File: src/rtl/flash_lock_reg.sv
module flash_lock_reg #(
  parameter int LOW_W        = 16,
  parameter int IMPL_SECTORS = 6,
  parameter int TEST_BIT     = 20
) (
  input  logic             clk,
  input  logic             rst_n,
  input  logic [31:0]      cfg_word,
  input  logic             lock_en,
  input  logic             wr_en,
  input  logic [31:0]      wr_data,
  output logic [31:0]      rd_data,
  input  logic             array_wr,
  input  logic             pe_armed,
  input  logic             op_done,
  input  logic             hv_suspended,
  input  logic [LOW_W-1:0] sec_lock,
  input  logic             sec_test_lock,
  output logic [LOW_W-1:0] low_prot,
  output logic             test_pgm_prot,
  output logic             test_erase_prot
);
  localparam logic [LOW_W-1:0] IMPL_MASK = LOW_W'((64'd1 << IMPL_SECTORS) - 64'd1);
  localparam logic [LOW_W-1:0] ABSENT    = ~IMPL_MASK;

  logic [LOW_W-1:0] lock_q;
  logic             test_q;
  logic             pend_q;
  logic             wr_ok;

  assign wr_ok = wr_en && lock_en && !pend_q && !hv_suspended;

  always_ff @(posedge clk) begin
    if (!rst_n) begin
      lock_q <= (cfg_word[LOW_W-1:0] & IMPL_MASK) | ABSENT;
      test_q <= cfg_word[TEST_BIT];
      pend_q <= 1'b0;
    end else begin
      if (wr_ok) begin
        lock_q <= (wr_data[LOW_W-1:0] & IMPL_MASK) | ABSENT;
        test_q <= wr_data[TEST_BIT];
      end
      if (op_done)                    pend_q <= 1'b0;
      else if (array_wr && pe_armed)  pend_q <= 1'b1;
    end
  end

  always_comb begin
    rd_data               = '0;
    rd_data[LOW_W-1:0]    = lock_q;
    rd_data[TEST_BIT]     = test_q;
  end

  assign low_prot        = lock_q | sec_lock;
  assign test_pgm_prot   = test_q | sec_test_lock;
  assign test_erase_prot = 1'b1;

  p_nolock_hold_r2: assert property (@(posedge clk) disable iff (!rst_n)
    !lock_en |=> $stable(rd_data));
  p_pend_hold_r3: assert property (@(posedge clk) disable iff (!rst_n)
    pend_q |=> $stable(rd_data));
  p_arm_set_r3: assert property (@(posedge clk) disable iff (!rst_n)
    (array_wr && pe_armed && !op_done) |=> pend_q);
  p_done_clear_r3: assert property (@(posedge clk) disable iff (!rst_n)
    op_done |=> !pend_q);
  p_susp_hold_r4: assert property (@(posedge clk) disable iff (!rst_n)
    hv_suspended |=> $stable(rd_data));
  p_absent_set_r6: assert property (@(posedge clk) disable iff (!rst_n)
    (rd_data[LOW_W-1:0] & ABSENT) == ABSENT);
  p_effective_r8: assert property (@(posedge clk) disable iff (!rst_n)
    low_prot == (rd_data[LOW_W-1:0] | sec_lock));
endmodule

File: config.mk
export PLATFORM = sky130hd
export DESIGN_NAME = flash_lock_reg
export DESIGN_NICKNAME = d
export VERILOG_FILES = /design/src/rtl/flash_lock_reg.sv
export SDC_FILE = /design/constraint.sdc
export NUM_CORES = 1
export LEC_CHECK = 0
export ABC_AREA = 1
export BUFFER_PORTS_ARGS = -buffer_cell sky130_fd_sc_hd__buf_2
export CELL_PAD_IN_SITES_DETAIL_PLACEMENT = 0
export CELL_PAD_IN_SITES_GLOBAL_PLACEMENT = 1
export CORE_UTILIZATION = 15
export DETAILED_ROUTE_END_ITERATION = 12
export MAX_ROUTING_LAYER = met4
export PLACE_DENSITY = 0.83
export SETUP_SLACK_MARGIN = 0.5
export SYNTH_ARGS = -nofsm -noshare
export SYNTH_HDL_FRONTEND = slang
export SYNTH_SLANG_ARGS = --single-unit
File: constraint.sdc
create_clock -name clk -period 2.1 [get_ports clk]
set_input_delay 0.63 -clock clk [delete_from_list [all_inputs] [get_ports clk]]
set_output_delay 0.63 -clock clk [all_outputs]
set_load 0.05 [all_outputs]
### Word level (Yosys, flattened, before mapping)

Index checks and enable logic that the tools add are counted.

| storage, ports and cells | value |
|---|---|
| register bits after elaboration | 8 |
| latch bits | 0 |
| memory bits (writable) | 0 |
| bits in read-only memories | 0 |
| input port bits | 89 |
| memories kept | 0 |

| cells by class | value |
|---|---|
| $add $sub $neg | 0 |
| multiply operators | 0 |
| div/mod/pow operators | 0 |
| order comparisons | 0 |
| equal/unequal tests | 1 |
| shift-type cells | 0 |
| muxes and demuxes | 4 |
| bitwise operators | 3 |
| reduce and logical (&&, ||, !) cells | 7 |

Operators with widths:

| kind | count |
|---|---|
| bitwise OR 16 bit | 1 |
| two-way mux 6 bit | 2 |
| logical AND 1 bit | 4 |
| zero test 1 bit | 2 |
| two-way mux 1 bit | 2 |
| != test 2 x 1 -> 1 bit, second input constant | 1 |
| OR reduction 2 bit | 1 |
| inverter 1 bit | 1 |
| bitwise OR 1 bit | 1 |

### Logic depth before layout (Yosys ltp)

Gate-level depths: netlist of run 1.

| logic depth | value |
|---|---|
| depth after elaboration | 5 |
| depth in mapped cells | 4 |

### Worst setup path after synthesis of run 1

OpenSTA, ideal clock, no wires.

| timing | value |
|---|---|
| kind | register to output |
| start point | register lock_q[0] |
| end point | output port low_prot[0] |
| arrival | 1.073 ns |
| required time | 1.470 ns |
| setup slack | 0.397 ns |
| stages on the path, launching flop included | 2 |
| path buffers | 0 |
| path through | edfxtp_1 > or2_2 |

| on the way | value |
|---|---|
| word-level cells in the longest chain between the ends | 1 |

Ends and longest elaborated chain:

| what | line | source |
|---|---|---|
| from (decl) | 26 | `logic [LOW_W-1:0] lock_q;` |
| from (signal assigned) | 35 | `lock_q <= (cfg_word[LOW_W-1:0] & IMPL_MASK) \| ABSENT;` |
| from (signal assigned) | 40 | `lock_q <= (wr_data[LOW_W-1:0] & IMPL_MASK) \| ABSENT;` |
| bitwise OR 16 bit | 54 | `assign low_prot = lock_q \| sec_lock;` |
| to (decl) | 19 | `output logic [LOW_W-1:0] low_prot,` |

No other way between the ends.

### Worst setup path in the final report of run 1

| timing | value |
|---|---|
| start point | input port sec_lock[1] |
| end point | output port low_prot[1] |

| on the way | value |
|---|---|
| word-level cells in the longest chain between the ends | 1 |

Ends and longest elaborated chain:

| what | line | source |
|---|---|---|
| from (decl) | 17 | `input logic [LOW_W-1:0] sec_lock,` |
| bitwise OR 16 bit | 54 |  |

No other way between the ends.

==> results of run 1 <==
## cell families (layout without fill, tap and decap cells)
family,after synthesis,after routing
other cells,2,36
compound gates,8,8
flops,8,8
buf+inv,48,56
simple gates,20,20
## synth_stat cells
cell type	n
o21ai_0	7
inv_1	10
nand2_4	1
dfxtp_1	1
conb_1	2
edfxtp_1	7
nand2_1	11
a21oi_2	1
buf_6	1
buf_4	37
or2_2	7
nor2_1	1
## metal layers
metal | up-vias | track usage (%) | wire (um)
met1 | 204 | 4.88 | 391
li1 | 271 | - | -
met4 | 0 | 2.00 | 6
met3 | 2 | 0.855 | 98
met2 | 37 | 9.19 | 702
met5 | - | - | 0
## final cells by class
cell class	count	area [um^2]	share of cell area, %
flip-flops and latches	8	230	23.1
clock buffers	4	45.0	4.51
inverters	10	37.5	3.76
well taps	52	65.1	6.52
repair buffers	42	324	32.5
multi-input cells	64	297	29.7
## state kept, by name, summed over array words and instances, names as in the netlist
register and count:
test_q 1, pend_q 1, lock_q 6
## worst max-delay path by stage
stage / from / end / slack (ns) / cells after the start
2_1_floorplan: lock_q[0]$_DFFE_PP_ / low_prot[0] / 0.49 / 1
3_3_place_gp: sec_lock[3] / low_prot[3] / 0.31 / 3
3_5_place_dp: sec_lock[3] / low_prot[3] / 0.31 / 3
4_1_cts: sec_lock[0] / low_prot[0] / 0.38 / 3
5_1_grt: sec_lock[0] / low_prot[0] / 0.37 / 3
6_report: sec_lock[1] / low_prot[1] / 0.38 / 3
## what timing repair did
item | CTS | global route
endpoints found under the setup margin | 7 | 7
endpoints found under the hold margin | 0 | 0
resized for setup | 28 | 0
pin swaps | 7 | 0
## critical path: stages
cell and delay, ns:
buf_6 0.09, or2_4 0.23, buf_8 0.15
## per-stage QoR
stage | cell area, um^2 | utilization (%) | setup slack (ns) | cells
after floorplan | 853 | - | 0.494 | 120
after global placement | 840 | 18.9 | 0.312 | 176
after detailed placement | 840 | 18.9 | 0.306 | 176
after CTS | 998 | 22.5 | 0.379 | 180
after global routing | 998 | 22.5 | 0.368 | 180
final | 998 | 22.5 | 0.376 | 180
## power breakdown
group	internal, mW	leakage [nW]	total [mW]	switching [mW]
Sequential	0.189	0.0783	0.195	0.00654
Combinational	0.0749	0.442	0.320	0.245
Clock	0.131	0.0228	0.186	0.0545
Total	0.395	0.543	0.701	0.306
==> summary.txt, run 1 <==
violated checks = design-rule violations
Initial Utilization = 15.9%
WL/cell = 6.66 um
H-tree depth = 1
crit-path max FO = 1
setup bufs post-CTS = 0
Critical Path RT = 1.47 ns
reg-to-reg slack, setup = 1.10 ns
top cell type's share of synthesized area = 39.2%
Unique masters post-synth = 12
Peak VDD IR = 0.252 mV
Die H = 70.7 um
post-synthesis sequential area ratio = 32.5%
Worst R2R Start = pend_q$_SDFFE_PP0P_
CTS buffer count = 3
xor and xnor area share after synthesis = 0%
vias = 514
Synth Instances = 86
CTS tree = done
CTS Hold Bufs = 0
global placement routability congestion = 0.619
period utilisation layout = 82.1%
share of layout cells above drive strength 1 = 42.2%
detailed placement HPWL = 1040 um
DRC Markers = 8
final hold slack = 0.458 ns
largest net degree at the start of global routing = 17
HP Class = reg -> reg
commonest cells after routing, fill and taps aside = 36 x conb_1, 28 x buf_2, 11 x nand2_1, 10 x inv_1
critical hold path startpoint = pend_q$_SDFFE_PP0P_
Leakage = 0.543 nW
Port Buf Inserts = 42
DRT Wirelength = 1200 um
Fillers = 497
gr usage total = 4.85%
Reg clk slew, reported paths = 0.04 ns
Slew Limit Fails = 0
Worst Hold End = pend_q$_SDFFE_PP0P_
Top Ports = 139
most common cell after layout, fill and taps aside = conb_1
leading area contributor after synthesis = buf_4
Die ar. = 0.00500 mm^2
Crit Path Category = in -> out
largest family of logic cells by synthesized area = buffers and inverters
PD cells = 702 mW/mm^2
Synth Area in Adders = 0%
vias in the first global route = 412
width of the die = 70.7 um
post-route ant nets = 0
final setup violation count = 0
P&R area growth vs syn = 41.0%
post-route total power = 0.701 mW
setup_tns = 0 ns
syn avg cell area = 8.23 um^2
CTS root buffer = clkbuf_8
crit path launch type = input port
final layout net count = 218
YS warnings = 0
crit path time final = 1.72 ns
endpoint class of the critical path = primary output
Fin. Hold Viols = 0
Clock Sinks = 8
hold path cells = 2
post-synthesis simple-gate area fraction = 14.1%
status = finished, violations left
r2r worst-path depth = 3
core area = 0.00444 mm^2
dominant cells by area after synthesis = buf_4 39%, edfxtp_1 30%, or2_2 6.2%
initial antenna violation count = 0
R2R Path End = lock_q[4]$_DFFE_PP_
antenna diode count = 0
drt pass-1 iters = 9
Max Cap Viol = 0
CTS Buffer Depth = 2
RSZ-0062 raised after global routing = yes
max frequency = 0.580 GHz
clock skew = 0.000568 ns
Skew-Pair Late Insertion Delay = 0.22 ns
vias per cell = 2.86
first-pass GRT wire length = 1880 um
total grt overflow = 0
row cnt = 24
Iteration-0 DRC Markers = 14
critical path arrival = 1.09 ns
Post-Syn Area = 708 um^2
Compound-Gate Fraction of Synth Area = 6.18%
post-synthesis mux area share = 0%
Yosys reg bits = 8
Note: power is estimated with default switching activity, not from simulation.
==> run 2: changes to the inputs <==
--- a/config.mk
+++ b/config.mk
@@ -9,10 +9,10 @@
 export BUFFER_PORTS_ARGS = -buffer_cell sky130_fd_sc_hd__buf_2
 export CELL_PAD_IN_SITES_DETAIL_PLACEMENT = 0
 export CELL_PAD_IN_SITES_GLOBAL_PLACEMENT = 1
-export CORE_UTILIZATION = 15
+export CORE_UTILIZATION = 14
 export DETAILED_ROUTE_END_ITERATION = 12
 export MAX_ROUTING_LAYER = met4
-export PLACE_DENSITY = 0.83
+export PLACE_DENSITY = 0.78
 export SETUP_SLACK_MARGIN = 0.5
 export SYNTH_ARGS = -nofsm -noshare
 export SYNTH_HDL_FRONTEND = slang
==> constraint.sdc (replaced) <==
create_clock -name clk -period 1.6 [get_ports clk]
set_input_delay 0.48 -clock clk [delete_from_list [all_inputs] [get_ports clk]]
set_output_delay 0.48 -clock clk [all_outputs]
set_load 0.05 [all_outputs]
==> summary.txt, run 2 (synthesis gave the netlist of run 1 again) <==
status = completed (was finished, violations left)
clock skew = 0.000560 ns (was 0.000568 ns)
first-pass GRT wire length = 1550 um (was 1880 um)
width of the die = 73.1 um (was 70.7 um)
CTS tree = done (unchanged)
final hold slack = 0.461 ns (was 0.458 ns)
post-route ant nets = 0 (unchanged)
RSZ-0062 raised after global routing = yes (unchanged)
Slowest cell on crit path = edfxtp_1 (was or2_4)
vias = 514 (unchanged)
cell total after placement = 191 (was 176)
final layout net count = 219 (was 218)
crit-path max FO = 2 (was 1)
Initial Utilization = 14.8% (was 15.9%)
Clk pwr share = 26.1% (was 26.5%)
Clock Sinks = 8 (unchanged)
Reg clk slew, reported paths = 0.04 ns (about the same)
Die ar. = 0.00535 mm^2 (was 0.00500 mm^2)
max frequency = 0.664 GHz
Leakage = 0.539 nW (was 0.543 nW)
period utilisation layout = 94.1%
DRT Wirelength = 1180 um (was 1200 um)
WL/cell = 6.02 um (was 6.66 um)
vias per cell = 2.62 (was 2.86)
share of layout cells above drive strength 1 = 43.4% (was 42.2%)
sequential group share of total power = 28.2% (was 27.9%)
largest net degree at the start of global routing = 17 (unchanged)
worst path bufs/invs = 1 (was 2)
Top Ports = 139 (unchanged)
P&R area growth vs syn = 41.9% (was 41.0%)
Switching Fraction = 43.5% (was 43.7%)
CTS buffer count = 3 (unchanged)
row cnt = 25 (was 24)
HP Class = reg -> reg (unchanged)
Port Buf Inserts = 42 (unchanged)
Final WS setup = 0.0939 ns (was 0.376 ns)
initial antenna violation count = 0 (unchanged)
Comb pwr share = 45.8% (was 45.6%)
Peak VDD IR = 0.270 mV (was 0.252 mV)
setup_tns = 0 ns (unchanged)
Fin. Hold Viols = 0 (unchanged)
CTS Buffer Depth = 2 (unchanged)
DRC Markers = 0 (was 8)
top flop regs = lock_q x6, pend_q x1, test_q x1 (unchanged)
Crit Path Category = reg -> out (was in -> out)
core area = 0.00479 mm^2 (was 0.00444 mm^2)
drt pass-1 iters = 3 (was 9)
global placement routability congestion = 0.658 (was 0.619)
PD cells = 915 mW/mm^2 (was 702 mW/mm^2)
detailed placement HPWL = 1070 um (was 1040 um)
DP Worst Slack = 0.107 ns (was 0.306 ns)
crit path time final = 1.51 ns
vias in the first global route = 400 (was 412)
Pint = 0.519 mW (was 0.395 mW)
commonest cells after routing, fill and taps aside = 36 x conb_1, 28 x buf_2, 10 x inv_1, 10 x nand2_1, 9 x buf_6 (was 36 x conb_1, 28 x buf_2, 11 x nand2_1, 10 x inv_1)
antenna diode count = 0 (unchanged)
Critical Path RT = 1.12 ns (was 1.47 ns)
critical-path cell list = or2_4 > buf_8 (was buf_6 > or2_4 > buf_8)
Switching Power = 0.400 mW (was 0.306 mW)
H-tree depth = 1 (unchanged)
total grt overflow = 0 (unchanged)
critical path's top delay family = flip-flops (was buffers and inverters)
Max Cap Viol = 0 (unchanged)
most flop-heavy register = lock_q (unchanged)
critical path arrival = 1.03 ns (was 1.09 ns)
crit path launch type = register (was input port)
Worst path max stage delay = 0.40 ns (was 0.23 ns)
gr usage total = 3.85% (was 4.85%)
post-route insts no fill = 196 (was 180)
Iteration-0 DRC Markers = 1 (was 14)
max FFs per register = 6 (unchanged)
Slew Limit Fails = 0 (unchanged)
Die H = 73.1 um (was 70.7 um)
CTS root buffer = clkbuf_8 (unchanged)
Skew-Pair Late Insertion Delay = 0.22 ns (about the same)
most common cell after layout, fill and taps aside = conb_1 (unchanged)
endpoint class of the critical path = primary output (unchanged)
final setup violation count = 0 (unchanged)
==> run 2: cell type report <==
type / instances / area, um^2
Fill cell: 549 / 3780
Timing Repair Buffer: 43 / 309
Multi-Input combinational cell: 64 / 299
Sequential cell: 8 / 230
Tap cell: 67 / 83.8
Clock buffer: 4 / 45.0
Inverter: 10 / 37.5
==> run 2: final timing paths <==
kind	end	slack [ns]	cells past startpoint	start
min reg2reg	pend_q$_SDFFE_PP0P_	0.46	2	pend_q$_SDFFE_PP0P_
max	low_prot[5]	0.09	2	lock_q[5]$_DFFE_PP_
min	pend_q$_SDFFE_PP0P_	0.46	2	pend_q$_SDFFE_PP0P_
max reg2reg	lock_q[0]$_DFFE_PP_	0.70	3	pend_q$_SDFFE_PP0P_
==> run 2: tightest hold or removal path, delay by kind of cell, from the launching register on <==
family	cells	cell delay [ns]
flip-flops	1	0.30
buffers and inverters	1	0.07
AO/OA/AOI/OAI	1	0.05
==> run 2: what timing repair did <==
action,in CTS,in global routing
pin swaps,1,0
setup endpoints to repair,14,14
setup buffers,1,0
gates resized for setup,21,10
hold buffers,0,0
==> run 2: routing by layer <==
| layer | track usage [%] | routed length (um) | vias up |
|---|---|---|---|
| li1 | - | - | 273 |
| met1 | 3.51 | 387 | 207 |
| met2 | 7.72 | 700 | 34 |
| met3 | 0.414 | 91 | 0 |
| met4 | 1.96 | 0 | 0 |
| met5 | - | 0 | - |
==> run 2: power by group through the flow <==
stage	registers (mW)	clock network, mW	logic (mW)
2_1_floorplan	0.301	0	0.350
3_3_place_gp	0.261	0	0.379
3_5_place_dp	0.261	0	0.380
4_1_cts	0.258	0.246	0.410
5_1_grt	0.261	0.255	0.440
6_report	0.259	0.240	0.421
==> run 2: metrics by stage <==
stage | utilization [%] | cell area, um^2 | total power [mW]
floorplan | - | 856 | 0.652
global placement | 18.0 | 861 | 0.640
detailed placement | 18.0 | 861 | 0.642
CTS | 20.4 | 977 | 0.914
global route | 21.0 | 1000 | 0.956
finish | 21.0 | 1000 | 0.919
